==> config.mk <==
export PLATFORM = sky130hd
export DESIGN_NAME = cpic
export DESIGN_NICKNAME = d
export VERILOG_FILES = /design/src/rtl/cpic.sv
export SDC_FILE = /design/constraint.sdc
export NUM_CORES = 1
export LEC_CHECK = 0
export BUFFER_PORTS_ARGS = -buffer_cell sky130_fd_sc_hd__buf_4
export CAP_MARGIN = 20
export CORE_MARGIN = 2
export CORE_UTILIZATION = 35
export DETAILED_ROUTE_END_ITERATION = 10
export HOLD_SLACK_MARGIN = 0.02
export PLACE_DENSITY = 0.57
export SKIP_LAST_GASP = 1
export SLEW_MARGIN = 10
export SYNTH_ARGS = -nofsm -noshare
export SYNTH_HDL_FRONTEND = slang
export SYNTH_SLANG_ARGS = --single-unit
==> constraint.sdc <==
create_clock -name clk -period 5.5 [get_ports clk]
set_input_delay 0.55 -clock clk [delete_from_list [all_inputs] [get_ports clk]]
set_output_delay 0.55 -clock clk [all_outputs]
set_load 0.02 [all_outputs]
==> src/rtl/cpic.sv <==
module cpic #(
  parameter logic [7:0] PRI_CFG_WMASK = 8'hF8,
  parameter logic [7:0] SEC_CFG_WMASK = 8'hDE
) (
  input  logic       clk,
  input  logic       rst_n,
  input  logic       irq_valid,
  input  logic       irq_raise,
  input  logic [4:0] irq_line,
  input  logic       reg_wr,
  input  logic [2:0] reg_addr,
  input  logic [7:0] reg_wdata,
  output logic [7:0] reg_rdata,
  output logic       int_req,
  input  logic       int_ack,
  output logic       vec_valid,
  output logic [7:0] vec_out,
  output logic       line_err,
  output logic       cmd_err
);
  localparam int CASC = 2;
  localparam logic [2:0] S_IDLE = 3'd0, S_W2 = 3'd1, S_W3 = 3'd2, S_W4 = 3'd3, S_RDY = 3'd4;

  logic [1:0][7:0] irr, isr, imr, base, cfg;
  logic [1:0][7:0] irr_n, isr_n, imr_n, base_n, cfg_n;
  logic [1:0][2:0] st, st_n;
  logic [1:0][1:0] mode, mode_n;
  logic [1:0]      rsel, rsel_n;
  logic            cerr_n, eoi_hit;

  logic [7:0] pri_cand, sec_cand;
  logic       casc_on, win_sec;
  logic [2:0] win_idx;

  assign pri_cand = irr[0] & ~imr[0] & ~(8'h01 << CASC);
  assign casc_on  = irr[0][CASC] & ~imr[0][CASC];
  assign sec_cand = casc_on ? (irr[1] & ~imr[1]) : 8'h00;
  assign int_req  = (|pri_cand) | (|sec_cand);

  always_comb begin
    win_sec = 1'b0;
    win_idx = 3'd0;
    for (int i = 7; i >= 0; i--)
      if (sec_cand[i]) begin win_sec = 1'b1; win_idx = 3'(i); end
    for (int i = 7; i >= 0; i--)
      if (pri_cand[i]) begin win_sec = 1'b0; win_idx = 3'(i); end
  end

  always_comb begin
    case (reg_addr)
      3'd0:    reg_rdata = rsel[0] ? isr[0] : irr[0];
      3'd1:    reg_rdata = imr[0];
      3'd2:    reg_rdata = rsel[1] ? isr[1] : irr[1];
      3'd3:    reg_rdata = imr[1];
      3'd4:    reg_rdata = cfg[0];
      3'd5:    reg_rdata = cfg[1];
      default: reg_rdata = 8'h00;
    endcase
  end

  always_comb begin
    irr_n = irr; isr_n = isr; imr_n = imr; base_n = base; cfg_n = cfg;
    st_n = st; mode_n = mode; rsel_n = rsel;
    cerr_n = 1'b0;
    eoi_hit = 1'b0;

    if (int_ack && int_req) begin
      if (win_sec) begin
        irr_n[1][win_idx] = 1'b0;
        isr_n[1][win_idx] = 1'b1;
        isr_n[0][CASC]    = 1'b1;
        if ((irr[1] & ~(8'h01 << win_idx)) == 8'h00) irr_n[0][CASC] = 1'b0;
      end else begin
        irr_n[0][win_idx] = 1'b0;
        isr_n[0][win_idx] = 1'b1;
      end
    end

    if (irq_valid && !irq_line[4]) begin
      irr_n[irq_line[3]][irq_line[2:0]] = irq_raise;
      if (irq_raise && irq_line[3]) irr_n[0][CASC] = 1'b1;
    end

    if (reg_wr) begin
      case (reg_addr)
        3'd0, 3'd2: begin
          if (reg_wdata[4]) begin
            mode_n[reg_addr[1]] = reg_wdata[1:0];
            st_n[reg_addr[1]]   = S_W2;
          end else if (reg_wdata[3]) begin
            rsel_n[reg_addr[1]] = reg_wdata[0];
          end else if (st[reg_addr[1]] != S_RDY) begin
            cerr_n = 1'b1;
          end else begin
            case (reg_wdata[7:5])
              3'b001: begin
                for (int i = 0; i < 8; i++)
                  if (!eoi_hit && isr_n[reg_addr[1]][i]) begin
                    isr_n[reg_addr[1]][i] = 1'b0;
                    eoi_hit = 1'b1;
                  end
              end
              3'b011, 3'b110, 3'b010: ;
              default: cerr_n = 1'b1;
            endcase
          end
        end
        3'd1, 3'd3: begin
          case (st[reg_addr[1]])
            S_W2: begin
              base_n[reg_addr[1]] = reg_wdata;
              st_n[reg_addr[1]] = mode[reg_addr[1]][1] ? (mode[reg_addr[1]][0] ? S_W4 : S_RDY) : S_W3;
            end
            S_W3:    st_n[reg_addr[1]] = mode[reg_addr[1]][0] ? S_W4 : S_RDY;
            S_W4:    st_n[reg_addr[1]] = S_RDY;
            default: imr_n[reg_addr[1]] = reg_wdata;
          endcase
        end
        3'd4:    cfg_n[0] = reg_wdata & PRI_CFG_WMASK;
        3'd5:    cfg_n[1] = reg_wdata & SEC_CFG_WMASK;
        default: ;
      endcase
    end
  end

  always_ff @(posedge clk) begin
    if (!rst_n) begin
      irr <= '0; isr <= '0; imr <= {2{8'hFF}}; base <= '0; cfg <= '0;
      st <= {2{S_IDLE}}; mode <= '0; rsel <= '0;
      vec_valid <= 1'b0; vec_out <= 8'h00; line_err <= 1'b0; cmd_err <= 1'b0;
    end else begin
      irr <= irr_n; isr <= isr_n; imr <= imr_n; base <= base_n; cfg <= cfg_n;
      st <= st_n; mode <= mode_n; rsel <= rsel_n;
      vec_valid <= int_ack && int_req;
      if (int_ack && int_req) vec_out <= base[win_sec] + {5'd0, win_idx};
      line_err <= irq_valid && irq_line[4];
      cmd_err  <= cerr_n;
    end
  end
endmodule

==> results.tsv <==
metric	value	unit
status	complete, no violations	
post_synth.cell_area_avg	8.36	um^2
syn_to_final_growth	13.2	%
hold_depth	2	
criticalPathCategory	register to register	
ir_worst_vdd	0.000139	V
finalCritPeriodShare	0.648	
placementRows	46	
netlist.area_leader.share	0.352	
rsz0062_at_grt	no	
rr_worst_depth	11	
portBuffers	41	
start_kind	register	
leakagePower	2.42	nW
hp-class	input port to register	
synthTopCellsByArea	dfxtp_1 (35%), mux2i_1 (12%), nand2_1 (4.8%)	
cp.depth	11	
final_nets	709	
crit_path_max_fanout	12	
powerDensity	236	nW/um^2
setup_tns	0	ns
layout-drive-gt1-share	0.131	
post_cts_buffers	0	
post-route-min-period	3.57	ns
cp-end-kind	register	
drtIter0Drc	386	
syn_inst	666	
num_antenna_cells	0	
multiInputGateArea	3420	um^2
fin_skew	0.00852	ns
grt_pass1_vias	4922	
ctsLongestPathBuffers	2	
cts_max_level	3	
cp.required	5.80	ns
drv_slew	0	
wire_per_inst	20.8	um
numCtsBuffers	9	
synth_nets	691	
grt_pass1_wl	29300	um
cts_sinks	98	
dieArea	16900	um^2
cts-root-buf	clkbuf_16	
grt_overflow	0	
num-fill-cells	1630	
synth-async-reset-ratio	0	
grt_max_degree	58	
gp_congestion	0.991	
postRouteAntennaNets	0	
hold_slack	0.433	ns
yosysUniqueCellTypes	75	
worst_pin_slew	0.942	ns
die_x	130	um
critical-path-top-delay-family	adder cells	
drt_pre_antenna_iters	5	
routed_wl	18800	um
seq_area	1960	um^2
die_height	130	um
max-slew-margin-rel	0.371	
antenna_found_initial	0	
path_buf_inv	2	
drc	0	
cp_slowest_cell	dfxtp_1	
fmax	280	MHz
insertion_delay	0.36	ns
synthesis.area	5570	um^2
arrival	3.87	ns
yosysSeqAreaShare	0.352	
cpPeakStageDelay	0.44	ns
yosys_most_used_dff	dfxtp_1	
clk_pin_slew_worst_paths	0.07	ns
dp_hpwl	14000	um
io_pins	42	
cp_cell_sequence	nor2b_1, a211oi_1, a221oi_1, o21ai_1, inv_2, ha_1, inv_1, fa_1, maj3_1, or3_1, nand3_1	
cts_tree	built	
yosysWarnings	0	
cap_violations	0	
viasPerCell	5.73	
vias	5181	
grtUsageTotal	0.230	
start_util	0.354	
final-hold-violation-count	0	
core-area	15700	um^2
synth_top_area_cell	dfxtp_1	
ctsResizeCount	0	
cts_hold_buffers	0	
ys_ff_latch	98	
synth-edff-count	0	
finalSetupViolCount	0	
-- synthesized netlist by cell type, types with 9 or more instances --
library cell  count
nor3_1           16
o21ai_0          19
a31oi_1           9
nand2b_1         25
o22ai_1          12
dfxtp_1          98
mux2_2           13
nor2b_1          19
mux2i_1          67
nor2_1           68
a21oi_1          39
clkbuf_1         26
nand2_1          71
inv_1            12
nand3_1          36
-- cells in the final DEF (no fill, tap or decap), drive strengths merged, types with 5 or more instances in the layout --
master,synthesis,routed
nor2,70,70
o21ai,21,21
and3,6,6
o211ai,8,8
nor3,17,17
and2,7,7
a2111oi,6,6
nand3b,5,5
o22ai,12,12
buf,9,42
a211oi,5,5
o221a,5,5
mux2i,67,67
clkbuf,26,11
nand3,36,36
nand2,71,71
nor2b,20,20
a21oi,39,39
a31oi,9,9
dfxtp,98,98
inv,14,15
nand4,7,7
or3,5,5
mux2,14,14
nor4,5,5
nand2b,25,25
-- cell families after synthesis --
| logic type | after synthesis | share of synthesized area |
|---|---|---|
| DFF | 98 | 0.352 |
| muxes | 84 | 0.162 |
| AOI/OAI and AO/OA | 138 | 0.169 |
| buffers and inverters | 49 | 0.0337 |
| adders and majority gates | 5 | 0.0119 |
| xor gates and xnor gates | 2 | 0.00562 |
| and+or+nand+nor | 290 | 0.266 |
-- final timing paths --
path | endpoint | from | slack [ns]
max | vec_out[6] | irr[9] | 1.93
min | line_err | irq_line[4] | 0.43
max reg2reg | vec_out[6] | irr[9] | 1.93
min reg2reg | isr[10] | isr[10] | 0.48
-- sequential cells by signal, indices dropped and copies added, names as in the netlist --
register   flops
line_err       1
mode           4
st             6
imr           16
cfg           11
rsel           2
cmd_err        1
vec_valid      1
vec_out        8
isr           16
irr           16
base          16
-- through the flow --
| stage | instance area, um^2 | total power [mW] | util | instances | setup WS (ns) |
|---|---|---|---|---|---|
| floorplan | 5570 | 0.811 | - | 666 | 2.47 |
| global placement | 6020 | 0.860 | 0.383 | 889 | 2.10 |
| detailed placement | 6020 | 0.862 | 0.383 | 889 | 1.99 |
| CTS | 6300 | 1.50 | 0.401 | 904 | 1.96 |
| global route | 6300 | 1.53 | 0.401 | 904 | 1.58 |
| finish | 6300 | 1.49 | 0.401 | 904 | 1.93 |
-- layer usage --
metal  share of wire  track usage  up-vias
met5               0            0        -
met4           0.018       0.0721        0
met3           0.049       0.0246       20
met2            0.45        0.367      160
met1            0.48        0.328     2526
li1                -            -     2475
-- layout make-up --
class,instances,share of cell area
Sequential cell,98,0.311
Clock buffer,11,0.0369
Tap cell,216,0.0429
Clock inverter,4,0.00834
Multi-Input combinational cell,519,0.542
Inverter,14,0.00834
Timing Repair Buffer,42,0.0500
-- power breakdown --
part / internal, mW / total (mW) / switching [mW]
Sequential: 0.716 / 0.724 / 0.00797
Combinational: 0.0416 / 0.121 / 0.0795
Clock: 0.353 / 0.641 / 0.289
No activity file was read; power rests on OpenSTA's default activity.
